File: config.mk
export PLATFORM = sky130hd
export DESIGN_NAME = bus_cmd_ctrl
export DESIGN_NICKNAME = d
export VERILOG_FILES = /design/src/rtl/bcc_pkg.sv /design/src/rtl/bcc_grant_timer.sv /design/src/rtl/bcc_strobe_decode.sv /design/src/rtl/bus_cmd_ctrl.sv
export SDC_FILE = /design/constraint.sdc
export NUM_CORES = 1
export LEC_CHECK = 0
export BUFFER_PORTS_ARGS = -buffer_cell sky130_fd_sc_hd__clkbuf_2
export CAP_MARGIN = 5
export CORE_AREA = 3 3 40 42
export DETAILED_ROUTE_END_ITERATION = 12
export DIE_AREA = 0 0 43 45
export PLACE_DENSITY = 0.74
export SETUP_SLACK_MARGIN = 0.5
export SLEW_MARGIN = 40
export SYNTH_ARGS = -nofsm -noshare
export SYNTH_HDL_FRONTEND = slang
export SYNTH_SLANG_ARGS = --single-unit
File: constraint.sdc
create_clock -name clk_i -period 2.2 [get_ports clk_i]
set_input_delay 0.44 -clock clk_i [delete_from_list [all_inputs] [get_ports clk_i]]
set_output_delay 0.44 -clock clk_i [all_outputs]
set_load 0.02 [all_outputs]
File: src/rtl/bcc_pkg.sv
package bcc_pkg;

    typedef enum logic [1:0] {
        PH_IDLE = 2'd0,
        PH_WAIT = 2'd1,
        PH_CMD  = 2'd2
    } phase_e;

    typedef struct packed {
        phase_e      phase;
        logic [2:0]  code;
        logic        late;
    } ctl_s;

    // Codes 011 (halt) and 111 (passive) issue nothing.
    function automatic logic is_cmd_code(input logic [2:0] c);
        return (c != 3'b111) && (c != 3'b011);
    endfunction

    function automatic logic is_mem_code(input logic [2:0] c);
        return c[2] && (c != 3'b111);
    endfunction

    function automatic logic is_write_code(input logic [2:0] c);
        return (c == 3'b010) || (c == 3'b110);
    endfunction

endpackage

File: src/rtl/bcc_grant_timer.sv
module bcc_grant_timer #(
    parameter int DELAY = 2
) (
    input  logic clk_i,
    input  logic rst_ni,
    input  logic count_en_i,
    input  logic grant_ni,
    output logic ready_o
);
    localparam int CW = $clog2(DELAY + 1);

    logic [CW-1:0] cnt_d, cnt_q;

    always_comb begin
        ready_o = !grant_ni && ((int'(cnt_q) + 1) >= DELAY);
        cnt_d   = '0;
        if (count_en_i && !grant_ni && !ready_o) begin
            cnt_d = cnt_q + 1'b1;
        end
    end

    always_ff @(posedge clk_i or negedge rst_ni) begin
        if (!rst_ni) begin
            cnt_q <= '0;
        end else begin
            cnt_q <= cnt_d;
        end
    end

endmodule

File: src/rtl/bcc_strobe_decode.sv
module bcc_strobe_decode (
    input  logic       active_i,
    input  logic       late_i,
    input  logic       in_cycle_i,
    input  logic [2:0] code_i,
    input  logic       io_strap_i,
    output logic       mem_rd_no,
    output logic       mem_wr_no,
    output logic       mem_wr_early_no,
    output logic       io_rd_no,
    output logic       io_wr_no,
    output logic       io_wr_early_no,
    output logic       int_ack_no,
    output logic       data_en_o,
    output logic       xmit_o,
    output logic       casc_pen_o
);
    import bcc_pkg::*;

    logic mrd, mwe, mw, iord, iowe, iow, inta, io_act, mem_act;

    always_comb begin
        mrd  = active_i && ((code_i == 3'b100) || (code_i == 3'b101));
        mwe  = active_i && (code_i == 3'b110);
        mw   = mwe && late_i;
        iord = active_i && (code_i == 3'b001);
        iowe = active_i && (code_i == 3'b010);
        iow  = iowe && late_i;
        inta = active_i && (code_i == 3'b000);

        io_act  = iord || iowe || inta;
        mem_act = mrd || mwe;

        mem_rd_no       = !mrd;
        mem_wr_no       = !mw;
        mem_wr_early_no = !mwe;
        io_rd_no        = !iord;
        io_wr_no        = !iow;
        io_wr_early_no  = !iowe;
        int_ack_no      = !inta;

        data_en_o  = io_strap_i ? mem_act : (mem_act || io_act);
        xmit_o     = in_cycle_i && is_write_code(code_i);
        casc_pen_o = io_strap_i ? !io_act : inta;
    end

endmodule

File: src/rtl/bus_cmd_ctrl.sv
module bus_cmd_ctrl #(
    parameter int DELAY = 2
) (
    input  logic       clk_i,
    input  logic       rst_ni,
    input  logic [2:0] status_i,
    input  logic       io_strap_i,
    input  logic       grant_ni,
    output logic       mem_rd_no,
    output logic       mem_wr_no,
    output logic       mem_wr_early_no,
    output logic       io_rd_no,
    output logic       io_wr_no,
    output logic       io_wr_early_no,
    output logic       int_ack_no,
    output logic       data_en_o,
    output logic       xmit_o,
    output logic       casc_pen_o
);
    import bcc_pkg::*;

    ctl_s st_d, st_q;
    logic timer_en, grant_ready, gated_new, gated_cur;

    bcc_grant_timer #(.DELAY(DELAY)) timer_i (
        .clk_i      (clk_i),
        .rst_ni     (rst_ni),
        .count_en_i (timer_en),
        .grant_ni   (grant_ni),
        .ready_o    (grant_ready)
    );

    always_comb begin
        st_d      = st_q;
        timer_en  = 1'b0;
        gated_new = !io_strap_i || is_mem_code(status_i);
        gated_cur = !io_strap_i || is_mem_code(st_q.code);
        unique case (st_q.phase)
            PH_IDLE: begin
                st_d.late = 1'b0;
                if (is_cmd_code(status_i)) begin
                    st_d.code = status_i;
                    if (!gated_new || grant_ready) begin
                        st_d.phase = PH_CMD;
                    end else begin
                        st_d.phase = PH_WAIT;
                        timer_en   = 1'b1;
                    end
                end
            end
            PH_WAIT: begin
                if (!is_cmd_code(status_i)) begin
                    st_d.phase = PH_IDLE;
                end else if (!gated_cur || grant_ready) begin
                    st_d.phase = PH_CMD;
                end else begin
                    timer_en = 1'b1;
                end
            end
            PH_CMD: begin
                if (!is_cmd_code(status_i)) begin
                    st_d.phase = PH_IDLE;
                    st_d.late  = 1'b0;
                end else begin
                    st_d.late = 1'b1;
                end
            end
            default: begin
                st_d.phase = PH_IDLE;
                st_d.late  = 1'b0;
            end
        endcase
    end

    always_ff @(posedge clk_i or negedge rst_ni) begin
        if (!rst_ni) begin
            st_q <= '{phase: PH_IDLE, code: 3'b111, late: 1'b0};
        end else begin
            st_q <= st_d;
        end
    end

    bcc_strobe_decode dec_i (
        .active_i        (st_q.phase == PH_CMD),
        .late_i          (st_q.late),
        .in_cycle_i      (st_q.phase != PH_IDLE),
        .code_i          (st_q.code),
        .io_strap_i      (io_strap_i),
        .mem_rd_no       (mem_rd_no),
        .mem_wr_no       (mem_wr_no),
        .mem_wr_early_no (mem_wr_early_no),
        .io_rd_no        (io_rd_no),
        .io_wr_no        (io_wr_no),
        .io_wr_early_no  (io_wr_early_no),
        .int_ack_no      (int_ack_no),
        .data_en_o       (data_en_o),
        .xmit_o          (xmit_o),
        .casc_pen_o      (casc_pen_o)
    );

endmodule

==> results, run 1 <==
- After Yosys synthesis, full adders, half adders and majority gates account for 2.43% of the synthesized area.
- Of the total synthesized cell area, the portion taken by XOR and XNOR cells is 0%.
- The fraction of the mapped netlist area in compound gates is 13.9%.
- The sequential standard cell area is 204 µm².
- The initial standard-cell utilization of the core is 40.0%.
- After Yosys synthesis, and, or, nand and nor cells account for 35.8% of the synthesized area.
- Summed over all failing endpoints, the final setup total negative slack is 0 ps.
- The required time at the endpoint of the critical path is 1760 ps.
- The first global-routing pass estimated 2180 µm of wire.
- The area taken by multi-input logic gates is 318 µm².
- In the layout the commonest cells are 10 x buf_4, 8 x clkbuf_2, 6 x nor2_1.
- The number of antenna diodes in the final layout is 0.
- Yosys printed 0 warnings.
- Combinational cells account for 59.9% of the total power.
- A synthesized cell averages 8.72 µm².
- In this run the remaining antenna-violating nets after routing total 0.
- The total clock buffers created by CTS is 3.
- The number of endpoints with negative hold slack in the final report is 0.
- The run finished with clean final reports.
- The global route total overflow is 0.
- The all-layer global routing usage is 15.4%.
- The setup check on the worst reg-to-reg path leaves a slack of 730 ps.
- The final layout net count is 97.
- The area share of the largest cell type after synthesis is 24.3%.
- The via count of the first global-routing pass came to 508.
- TritonCTS built the clock tree.
- In this run the horizontal extent of the chip is 43 µm.
- The ratio of cells with drive above 1 in the final layout is 50.0%.
- The estimated wirelength of the detail-placed design is 870 µm.
- By area, the combinational part of the netlist is dominated by simple AND/OR/NAND/NOR gates.
- The worst hold slack across all endpoints is 18.6 ps.
- STA classifies the critical path endpoint as an output port.
- The sequential area share after synthesis is 39.7%.
- The number of vias after detailed routing is 556.
- Dividing the detail-routed wire length by the instance count gives 12.9 µm.
- The top fanout value on the critical path is 2.
- Dividing the detail-routed via count by the number of cells gives 5.40.
- For this design the total switching power over the nets is 0.413 mW.
- The root buffer cell chosen for the clock tree is clkbuf_4.
- The count of unresolved DRC violations after routing is 0.
- The ratio of final minimum period to clock period is 95.4%.
- The worst-case IR drop observed on VDD is 0.511 mV.
- Summed over all cells, the static leakage comes to 0.349 nW.
- For the pin with the worst max-slew slack, the measured transition is 506 ps.
- In the post-route analysis, the smallest setup slack over all paths is 101 ps.
- The area enclosed by the die boundary is 0.00194 mm².
- At the later pin of the worst-skew pair, clock insertion delay measures 260 ps.
- The total of hold buffers inserted after clock tree synthesis is 0.
- CTS built an H-tree with a depth of 1.
- After synthesis, the share of cell area in mux cells is 2.19%.
- The cell count after synthesis is 59.
- Prior to clock tree synthesis, the placed netlist has a worst setup slack of 321 ps.
- The number of distinct library cells after synthesis is 28.
- Clock tree synthesis found a total of 8 sinks.
- The fill cell instance count of the final layout is 101.
- Entering global routing, the biggest net connects 13 pins.
- The switching part of the total power is 39.5%.
- Per report_power, the clock group accounts for 12.2% of the total.
- The most common cell after layout, fill and taps aside is buf_4.
- The critical path startpoint category is a flop.
- Row generation in the floorplan step produced 13 rows.
- Of all cell types, the one taking the most synthesized area is dfrtp_1.
- Counting cells, the worst reg-to-reg path comes to 3.
- The number of pins exceeding their max-slew limit in the final report is 0.
- The count of input and output buffers is 16.
- The first routing iteration left 15 violations.
- Before antenna repair, the detailed router went through 4 iterations.
- The number of nets in the synthesized netlist is 67.
- The endpoint arrival time on the critical path is 1660 ps.
- The initial antenna violation count came to 0.
- The routed design has 1330 µm of wire.
- Compared with the post-synthesis result, the final layout area differs by 54.5%.
- Max-cap violations in this run came to 0.
- By startpoint and endpoint, the worst setup path is classified as flop to output port.
- The time the final worst path needs with I/O delays and setup is 2100 ps.
- Yosys attributes the largest share of cell area to dfrtp_1 24%, dfstp_2 15%, nor2_1 5.8%, nand2_1 4.4%, nand3b_1 4.4%.
- The worst reg2reg path endpoint is timer_i.cnt_q[0]$_DFF_PN0_.
- The number of storage elements in the synthesis netlist is 8.
- The clock arrives with 12.1 ps of skew.
- The number of top-level pins is 17.
- The startpoint of the most critical register-to-register path is st_q[1]$_DFFE_PN1P_.
- Of the total power, registers draw 27.9%.
- The area inside the core boundary is 0.00128 mm².
- The min-delay analysis places its worst path in the category input port to async pin.
- Clock-pin slew was measured on the worst setup and hold paths at 70 ps.
- The maximum frequency from static timing analysis is 0.476 GHz.
- The setup violation total in the final timing report is 0.
- The power density of the placed cells is 1320 mW/mm².
- The maximum buffer depth of the clock tree is 2.
- Headroom to the max-slew limit came out at 66.0%.
- The floorplan step set the die height to 45 µm.
- The congestion estimate from routability-driven global placement came to 0.778.
- The internal power contribution is 0.633 mW.
- The netlist area before placement is 514 µm².
- Setup repair after global routing could not meet its margin everywhere.
[worst max path at each step]
stage,to,slack [ps],cells past startpoint,from
floorplan,casc_pen_o,310,4,st_q[3]$_DFFE_PN1P_
global placement,casc_pen_o,340,4,st_q[3]$_DFFE_PN1P_
detailed placement,casc_pen_o,320,4,st_q[3]$_DFFE_PN1P_
CTS,casc_pen_o,110,4,st_q[3]$_DFFE_PN1P_
global route,casc_pen_o,60,4,st_q[3]$_DFFE_PN1P_
finish,casc_pen_o,100,4,st_q[3]$_DFFE_PN1P_
[stage by stage]
stage	power, mW	area (µm²)	util [%]	instances
5_1_grt	1.11	795	61.8	103
4_1_cts	0.957	738	57.4	99
3_5_place_dp	0.698	619	48.2	89
2_1_floorplan	0.606	526	-	59
3_3_place_gp	0.688	619	48.2	89
6_report	1.05	795	61.8	103
[logic make-up (layout without fill, tap and decap cells)]
| logic type | after synthesis | after routing |
|---|---|---|
| simple gates | 34 | 34 |
| compound gates | 9 | 9 |
| flops | 8 | 8 |
| buf+inv | 6 | 35 |
| fa+ha+maj | 1 | 1 |
| mux | 1 | 1 |
[flip-flops by register name (all words and copies together) (netlist names)]
register	cells
st_q	6
timer_i.cnt_q	2
[cells in the mapped netlist (all sizes together)]
library cell	number
nor2	8
nand2	6
dfrtp	5
dfstp	3
inv	3
nand3	3
nand3b	3
nor2b	3
nor3	3
nor4	3
buf	2
o21ai	2
a211oi	1
a21o	1
a21oi	1
a221oi	1
a2bb2oi	1
a311oi	1
and2	1
clkbuf	1
ha	1
mux2	1
nand2b	1
nand4	1
o21a	1
or3	1
or3b	1
[routing by layer]
| layer | up-vias | part of all wire, % | track usage [%] |
|---|---|---|---|
| li1 | 270 | - | - |
| met1 | 261 | 42 | 18.6 |
| met2 | 21 | 50 | 23.7 |
| met3 | 4 | 4.7 | 2.39 |
| met4 | 0 | 2.6 | 13.9 |
| met5 | - | 0 | 0 |
[critical path, stage by stage, from the launching register on]
cell,delay (ps)
dfstp_2,380
or3b_4,390
or3_4,360
a2bb2oi_4,130
clkbuf_8,150
[repair_timing]
item | 4_1_cts | 5_1_grt
cloned | 0 | 0
pin swaps | 1 | 0
gates resized for setup | 12 | 13
setup endpoints to repair | 10 | 10
buffers inserted | 6 | 4
[power groups by stage]
stage               sequential (mW)  combinational (mW)  clock [mW]
detailed placement            0.299               0.398           0
floorplan                     0.271               0.334           0
CTS                           0.287               0.541       0.129
finish                        0.292               0.626       0.127
global route                  0.304               0.676       0.133
global placement              0.296               0.391           0
[final cells by class]
cell class | instances | area share [%]
Multi-Input combinational cell | 45 | 40.0
Timing Repair Buffer | 28 | 27.2
Sequential cell | 8 | 25.7
Clock buffer | 4 | 3.31
Tap cell | 15 | 2.36
Inverter | 3 | 1.42
(Power assumes the default switching activity.)
==> inputs of run 2 (changes only) <==
--- a/config.mk
+++ b/config.mk
@@ -10,9 +10,10 @@
 export CORE_AREA = 3 3 40 42
 export DETAILED_ROUTE_END_ITERATION = 12
 export DIE_AREA = 0 0 43 45
-export PLACE_DENSITY = 0.74
+export PLACE_DENSITY = 0.77
 export SETUP_SLACK_MARGIN = 0.5
 export SLEW_MARGIN = 40
 export SYNTH_ARGS = -nofsm -noshare
 export SYNTH_HDL_FRONTEND = slang
+export SYNTH_HIERARCHICAL = 1
 export SYNTH_SLANG_ARGS = --single-unit
==> run 2 against run 1 <==
Sequential cell count did not move. Clock power fell by 5%. Hold slack improved by 0.50 ps. Clock skew fell by 3.8 ps. Sequential share of layout area fell by 0.40 points. Non-clock buffer count rose by 1. Maximum frequency rose by 16%. Global-route usage fell by 0.79 points. Critical endpoint unchanged.
==> results, run 2 <==
- The synthesized net count came to 65 (was 67).
- The sort of element at the end of the critical path was an output port (unchanged).
- The startpoint of the most critical register-to-register path is st_q[3]$_DFFE_PN1P_ (was st_q[1]$_DFFE_PN1P_).
- The number of flip-flops in the largest register is 6 (unchanged).
- Biggest registers after layout: st_q (6), timer_i/cnt_q (2) (was st_q (6), timer_i.cnt_q (2)).
- The busiest layer in global routing is met2 (unchanged).
- The number of synthesis warnings came to 6 (was 0).
- The required time at the endpoint of the critical path was 1760 ps (about the same).
- The clock latency on the worst-skew pair is 260 ps (about the same).
- The global route total overflow was 0 (unchanged).
- The total of hold buffers inserted after clock tree synthesis came to 0 (unchanged).
- The worst hold path class is input port to async pin (unchanged).
- The count of input and output buffers is 16 (unchanged).
- The number of flops mapped to enable cells by yosys is 0 (unchanged).
- Commonest cells after routing, fill and taps aside: 13 x clkbuf_2, 11 x buf_4, 7 x nor2_1 (was 10 x buf_4, 8 x clkbuf_2, 6 x nor2_1).
- The total clock buffers created by CTS is 3 (unchanged).
- The number of vias after detailed routing is 516 (was 556).
- The post-route standard cell area excluding fillers came to 817 µm² (was 795 µm²).
- The maximum buffer depth of the clock tree is 2 (unchanged).
- The critical path startpoint category was a flop (unchanged).
- The pin count of the biggest net entering global routing was 11 (was 13).
- The setup slack after placement is 301 ps (was 321 ps).
- The antenna diode count is 0 (unchanged).
- The ratio of cells with drive above 1 in the final layout is 55.1% (was 50.0%).
- The combined buffer and inverter count along the critical path is 1 (unchanged).
- The met1 track demand over resource in global routing is 16.0% (was 18.6%).
- The post-layout instance count excluding filler cells was 104 (was 103).
- The number of top-level pins is 17 (unchanged).
- Commonest cells in the netlist: 8 x nor2_1, 6 x nand2_1, 5 x dfrtp_1 (unchanged).
- The number of iterations in the first detailed-routing pass is 2 (was 4).
- The number of storage elements in the synthesis netlist came to 8 (unchanged).
- The clock-pin slew on the worst setup and hold paths was 60 ps (was 70 ps).
- The top register by number of flip-flops is st_q (unchanged).
- The initial standard-cell utilization of the core is 43.6% (was 40.0%).
- The area share of the largest cell type after synthesis is 22.3% (was 24.3%).
- Status: finished, final reports clean (unchanged).
- The ratio of final minimum period to clock period came to 82.2% (was 95.4%).
- The path type of the worst setup path is flop to output port (unchanged).
- The tightest slew margin relative to the limit is 75.3% (was 66.0%).
- The instance area at placement is 652 µm² (was 619 µm²).
- The met2 routing resource usage after global routing is 27.2% (was 23.7%).
- The final worst-path setup slack was 391 ps (was 101 ps).
- The leakage power figure is 0.373 nW (was 0.349 nW).
- The maximum vdd ir drop came to 0.611 mV (was 0.511 mV).
- The detail-routed net length per standard cell is 11.7 µm (was 12.9 µm).
- The top fanout value on the critical path came to 4 (was 2).
- The area enclosed by the die boundary is 0.00194 mm² (unchanged).
- The most common cell after layout, fill and taps aside is clkbuf_2 (was buf_4).
- The cell accounting for the most synthesized area is dfrtp_1 (unchanged).
- The number of distinct library cells after synthesis is 28 (unchanged).
- The clock sink total is 8 (unchanged).
- The number of pins exceeding their max-slew limit in the final report is 0 (unchanged).
- The transition at the pin with the smallest max-transition slack came to 360 ps (was 506 ps).
- The via count of the first global-routing pass is 500 (was 508).
- The final routed wirelength across all metal layers is 1220 µm (was 1330 µm).
- The average via count per standard cell is 4.96 (was 5.40).
- The most instantiated library cell after synthesis is nor2_1 (unchanged).
- Critical path cell sequence: nor2b_4 -> a21bo_1 -> o21ai_1 -> nand2_1 -> buf_2 (was or3b_4 -> or3_4 -> a2bb2oi_4 -> clkbuf_8).
- The routing usage on met3 came to 3.59% (was 2.39%).
- Unrepaired setup endpoints after global routing: true (unchanged).
- The netlist area before placement was 561 µm² (was 514 µm²).
- The critical path startpoint was st_q[4]$_DFFE_PN0P_ (was st_q[3]$_DFFE_PN1P_).
- Largest cells by area after synthesis: dfrtp_1 22%, dfstp_2 14%, a2111oi_4 9.8%, nor2_1 5.4%, nand2_1 4.0% (was dfrtp_1 24%, dfstp_2 15%, nor2_1 5.8%, nand2_1 4.4%, nand3b_1 4.4%).
- The first-pass GRT wire length is 2130 µm (was 2180 µm).
- The CTS tree is built (unchanged).
- The initial antenna violation count was 0 (unchanged).
- The number of placement rows is 13 (unchanged).
- The critical path's slowest cell is dfrtp_2 (was or3b_4).
- The instance count after placement with tap cells included was 87 (was 89).
- The maximum frequency from static timing analysis is 0.553 GHz (was 0.476 GHz).
- The worst hold slack across all endpoints is 19.1 ps (was 18.6 ps).
- The number of H-tree levels came to 1 (unchanged).
- The post-synthesis area per instance came to 9.83 µm² (was 8.72 µm²).
- The global placer's final weighted congestion is 0.717 (was 0.778).
- The final sum of negative setup slack came to 0 ps (unchanged).
- The count of unresolved DRC violations after routing is 0 (unchanged).
- The share of synthesized flip-flops with an asynchronous set or reset is 100% (unchanged).
- The power density of the placed cells is 1370 mW/mm² (was 1320 mW/mm²).
- The time the final worst path needs with I/O delays and setup was 1810 ps (was 2100 ps).
- The family with the most delay on the worst path is flip-flops (was simple AND/OR/NAND/NOR gates).
- The cell count after synthesis came to 57 (was 59).
- The all-layer global routing usage is 14.6% (was 15.4%).
- The count of max-cap constraint violations came to 0 (unchanged).
- The area growth from synthesis to layout came to 45.8% (was 54.5%).
- The endpoint arrival time on the critical path was 1370 ps (was 1660 ps).
- The number of nets with antenna violations after routing is 0 (unchanged).
- The violation count after the first detailed-routing iteration is 2 (was 15).
- The setup violation total in the final timing report is 0 (unchanged).
- The area inside the core boundary is 0.00128 mm² (unchanged).
- The clock root buffer is clkbuf_4 (unchanged).
- The die extent in y is 45 µm (unchanged).
- The sequential area share after synthesis is 36.4% (was 39.7%).
- The final layout net count is 98 (was 97).
- The worst clock skew is 8.26 ps (was 12.1 ps).
- The flip-flop cell with the highest count after synthesis is dfrtp_1 (unchanged).
- The fill cell instance count of the final layout came to 109 (was 101).
- The die outline width is 43 µm (unchanged).
- The largest incremental delay on the critical path was 430 ps (was 390 ps).
- The number of endpoints with negative hold slack in the final report is 0 (unchanged).
-- run 2: metrics by stage --
step / power, mW / utilization, %
after floorplan: 0.666 / -
after global routing: 1.21 / 63.6
final: 1.12 / 63.6
after CTS: 1.04 / 59.9
after global placement: 0.744 / 50.7
after detailed placement: 0.759 / 50.7
-- run 2: report_power, final --
part	switching [mW]	internal, mW	total [mW]
Combinational	0.308	0.386	0.694
Clock	0.0516	0.0695	0.121
Sequential	0.0730	0.234	0.307
-- run 2: timing repair --
action	CTS	global route
pin swaps	3	2
buffers inserted	8	5
gates resized for setup	9	5
setup endpoints to repair	12	12
-- run 2: layout make-up --
type                    instances  area [µm²]  share of cell area (%)
inverters                       4        15.0                    1.84
multi-input cells              44         347                    42.4
well taps                      15        18.8                    2.30
clock buffers                   4        26.3                    3.22
repair buffers                 29         204                    25.0
flip-flops and latches          8         206                    25.3
-- run 2: cell families after synthesis --
kind of cell    Yosys count  share of synthesized area (%)
simple gates             31                           31.9
compound gates           10                           20.1
flops                     8                           36.4
buf+inv                   5                           4.69
mux                       2                           4.69
fa+ha+maj                 1                           2.23
-- run 2: worst paths after layout --
kind                                              end  slack, ps  cells after the start
setup / recovery                           casc_pen_o        390                      5
hold / removal             timer_i/cnt_q[0]$_DFF_PN0_         20                      1
setup reg to reg           timer_i/cnt_q[0]$_DFF_PN0_        570                      4
hold reg to reg                   st_q[0]$_DFFE_PN0N_        560                      2
max in group asynchronous         st_q[2]$_DFFE_PN1P_       1930                      1
min in group clk_i                st_q[3]$_DFFE_PN1P_        440                      2
-- run 2: layer usage --
layer	wire length, µm	part of all wire [%]
met1	510	42
met2	640	53
met3	63	5.2
met4	0	0
met5	0	0
==> inputs of run 3 (changes only) <==
--- a/config.mk
+++ b/config.mk
@@ -5,12 +5,13 @@
 export SDC_FILE = /design/constraint.sdc
 export NUM_CORES = 1
 export LEC_CHECK = 0
+export ABC_AREA = 1
 export BUFFER_PORTS_ARGS = -buffer_cell sky130_fd_sc_hd__clkbuf_2
 export CAP_MARGIN = 5
 export CORE_AREA = 3 3 40 42
 export DETAILED_ROUTE_END_ITERATION = 12
 export DIE_AREA = 0 0 43 45
-export PLACE_DENSITY = 0.77
+export PLACE_DENSITY = 0.75
 export SETUP_SLACK_MARGIN = 0.5
 export SLEW_MARGIN = 40
 export SYNTH_ARGS = -nofsm -noshare
==> constraint.sdc (replaced) <==
create_clock -name clk_i -period 1.65 [get_ports clk_i]
set_input_delay 0.33 -clock clk_i [delete_from_list [all_inputs] [get_ports clk_i]]
set_output_delay 0.33 -clock clk_i [all_outputs]
set_load 0.02 [all_outputs]
==> run 3 against run 2 <==
Sequential power up 29%. Critical path type unchanged. Count of clock-buffer cells in the layout unchanged. Final cell count up 23%. Synthesized area down 9.8%. Utilization up 16 points. Register-to-register slack worse by 230 ps. The flow now finishes with violations (setup timing). Clock power up 33%. Highest routed layer is now met4. Sequential share of layout area down 5.2 points. Combinational power up 93%. Hold slack better by 290 ps. Largest cell class unchanged. Via count up 21%.
==> results, run 3 <==
- Status: finished with violations (was finished, final reports clean).
- The final reports fail on setup timing.
- The top register by number of flip-flops is st_q (unchanged).
- The count of unresolved DRC violations after routing is 0 (unchanged).
- Unrepaired setup endpoints after global routing: true (unchanged).
- The sequential area share after synthesis is 40.3% (was 36.4%).
- The die extent in y came to 45 µm (unchanged).
- The sort of element at the end of the critical path was an output port (unchanged).
- The global placer's final weighted congestion was 0.823 (was 0.717).
- The synthesized net count came to 80 (was 65).
- The antenna diode count is 0 (unchanged).
- The number of placement rows is 13 (unchanged).
- The count of input and output buffers came to 16 (unchanged).
- The most instantiated library cell after synthesis is nand2_1 (was nor2_1).
- The instance count after placement with tap cells included is 104 (was 87).
- The maximum frequency from static timing analysis is 0.590 GHz.
- The via count of the first global-routing pass is 621 (was 500).
- The ratio of cells with drive above 1 in the final layout was 63.7% (was 55.1%).
- The total clock buffers created by CTS is 3 (unchanged).
- The count of cells along the worst hold path is 3.
- The worst hold path class is input port to flop (was input port to async pin).
- The initial antenna violation count is 0 (unchanged).
- The post-synthesis area per instance is 7.02 µm² (was 9.83 µm²).
- The violation count after the first detailed-routing iteration came to 8 (was 2).
- The initial standard-cell utilization of the core is 39.3% (was 43.6%).
- The die outline width is 43 µm (unchanged).
- Largest cells by area after synthesis: dfrtp_1 25%, dfstp_2 16%, nand2_1 12%, nor2_1 9.7%, nand3_1 7.9% (was dfrtp_1 22%, dfstp_2 14%, a2111oi_4 9.8%, nor2_1 5.4%, nand2_1 4.0%).
- The leakage power figure came to 0.498 nW (was 0.373 nW).
- The number of H-tree levels is 1 (unchanged).
- The HPWL after detailed placement is 1010 µm.
- The total chip power was 1.89 mW (was 1.12 mW).
- The final worst-path setup slack is -45.6 ps (was 391 ps).
- The path type of the worst setup path is flop to output port (unchanged).
- The CTS tree is built (unchanged).
- The post-layout instance count excluding filler cells was 128 (was 104).
- The count of max-cap constraint violations came to 0 (unchanged).
- The number of endpoints with negative hold slack in the final report came to 0 (unchanged).
- The number of iterations in the first detailed-routing pass is 4 (was 2).
- The number of distinct library cells after synthesis was 17 (was 28).
- The number of pins exceeding their max-slew limit in the final report is 0 (unchanged).
- The power density of the placed cells was 1860 mW/mm² (was 1370 mW/mm²).
- The required time at the endpoint of the critical path came to 1320 ps (was 1760 ps).
- The area share of the largest cell type after synthesis came to 24.8% (was 22.3%).
- The cell accounting for the most synthesized area is dfrtp_1 (unchanged).
- The final routed wirelength across all metal layers was 1760 µm (was 1220 µm).
- The all-layer global routing usage is 18.3% (was 14.6%).
- The share of synthesized flip-flops with an asynchronous set or reset is 100% (unchanged).
- The endpoint arrival time on the critical path is 1370 ps (about the same).
- The area inside the core boundary was 0.00128 mm² (unchanged).
- The final layout net count was 122 (was 98).
- The clock sink total came to 8 (unchanged).
- The final design utilization is 79.3% (was 63.6%).
- The flip-flop cell with the highest count after synthesis is dfrtp_1 (unchanged).
- The clock latency on the worst-skew pair came to 250 ps (was 260 ps).
- The depth of the worst register-to-register path is 8 (was 4).
- The setup violation total in the final timing report is 5 (was 0).
- The detail-routed net length per standard cell is 13.8 µm (was 11.7 µm).
- The critical path startpoint category is a flop (unchanged).
- The global route total overflow came to 0 (unchanged).
- The number of storage elements in the synthesis netlist is 8 (unchanged).
- The number of top-level pins is 17 (unchanged).
- The area enclosed by the die boundary is 0.00194 mm² (unchanged).
- The area growth from synthesis to layout is 101% (was 45.8%).
- The netlist area before placement is 505 µm² (was 561 µm²).
- The number of flip-flops in the largest register was 6 (unchanged).
- In the finished design, the share of the clock period the worst path needs comes to 103%.
- The maximum buffer depth of the clock tree is 2 (unchanged).
- The cell count after synthesis is 72 (was 57).
- The time the final worst path needs with I/O delays and setup is 1700 ps.
- The pin count of the biggest net entering global routing is 9 (was 11).
- The number of vias after detailed routing is 622 (was 516).
- The clock-pin slew on the worst setup and hold paths is 60 ps (about the same).
- The number of nets with antenna violations after routing is 0 (unchanged).
- Commonest cells after routing, fill and taps aside: 12 x buf_6, 12 x buf_4, 11 x nand2_1, 11 x nor2_1 (was 13 x clkbuf_2, 11 x buf_4, 7 x nor2_1).
- The tightest slew margin relative to the limit is 84.0% (was 75.3%).
- Commonest cells in the netlist: 16 x nand2_1, 13 x nor2_1, 8 x inv_1, 8 x nand3_1, 5 x dfrtp_1 (was 8 x nor2_1, 6 x nand2_1, 5 x dfrtp_1).
- The number of flops mapped to enable cells by yosys is 0 (unchanged).
- The clock root buffer is clkbuf_4 (unchanged).
- The maximum vdd ir drop is 0.897 mV (was 0.611 mV).
- The top fanout value on the critical path is 4 (unchanged).
- The transition at the pin with the smallest max-transition slack came to 239 ps (was 360 ps).
- The worst clock skew was 2.68 ps (was 8.26 ps).
- The number of synthesis warnings is 6 (unchanged).
- The first-pass GRT wire length is 2620 µm (was 2130 µm).
- The average via count per standard cell was 4.86 (was 4.96).
- Biggest registers after layout: st_q (6), timer_i/cnt_q (2) (unchanged).
- The final sum of negative setup slack was -112 ps (was 0 ps).
run 3: cell types whose count changed in the layout (fill, tap and decap cells not counted), moves of 4 or more:
cell      change
nand2_2       +4
buf_6        +10
nand2_1       +5
inv_2         +5
nand3_2       +4
nand2_4       +4
clkbuf_2      -7
nor2_1        +4
run 3: worst max-delay path: stages (launching register included):
cell and delay, ps:
dfstp_2 580, inv_4 70, nor2_4 130, nand4_1 140, clkbuf_8 190
run 3: metal layers:
layer	GRT usage, %	share of wire, %	up-vias
met5	0	0	-
met4	11.4	0.97	0
met3	1.20	2.8	2
met2	37.1	60	16
met1	17.9	37	297
li1	-	-	307
run 3: area by class of cell:
cell class	count	area, µm²
clock buffer	4	26.3
fill	91	267
inverter	12	47.5
multi-input combinational	52	372
sequential	8	204
tap	15	18.8
timing repair buffer	37	350
run 3: cell families after synthesis:
logic type               share of synthesized area [%]
flip-flops                                        40.3
buffers and inverters                             8.91
AO/OA/AOI/OAI                                     5.69
AND/OR/NAND/NOR                                   42.6
adder cells (fa/ha/maj)                           2.47
run 3: final timing paths:
path,end,start,slack (ps)
worst max register to register,timer_i/cnt_q[0]$_DFF_PN0_,st_q[3]$_DFFE_PN1P_,340
worst max-delay path,mem_wr_no,st_q[2]$_DFFE_PN1P_,-50
max in group asynchronous,st_q[3]$_DFFE_PN1P_,rst_ni,960
worst min register to register,timer_i/cnt_q[0]$_DFF_PN0_,timer_i/cnt_q[0]$_DFF_PN0_,520
worst min-delay path,st_q[3]$_DFFE_PN1P_,status_i[2],310
min in group asynchronous,timer_i/cnt_q[1]$_DFF_PN0_,rst_ni,440
run 3: timing repair:
item / in CTS / in global routing
gates resized for setup: 19 / 33
setup endpoints to repair: 12 / 14
endpoints found under the hold margin: 5 / 0
pin swaps: 6 / 7
hold buffers: 1 / 0
setup buffers: 11 / 8
run 3: power by group:
group / switching, mW / internal (mW)
clock: 0.0686 / 0.0926
combinational: 0.663 / 0.673
sequential: 0.0922 / 0.305
total: 0.824 / 1.07
run 3: stage by stage:
stage / worst slack (ps) / area (µm²) / hold slack [ps]
after floorplan: 262 / 556 / 34.4
after global placement: 192 / 662 / 175
after detailed placement: 126 / 662 / 182
after CTS: -31.8 / 856 / 292
after global routing: -97.2 / 1020 / 318
final: -45.6 / 1020 / 312
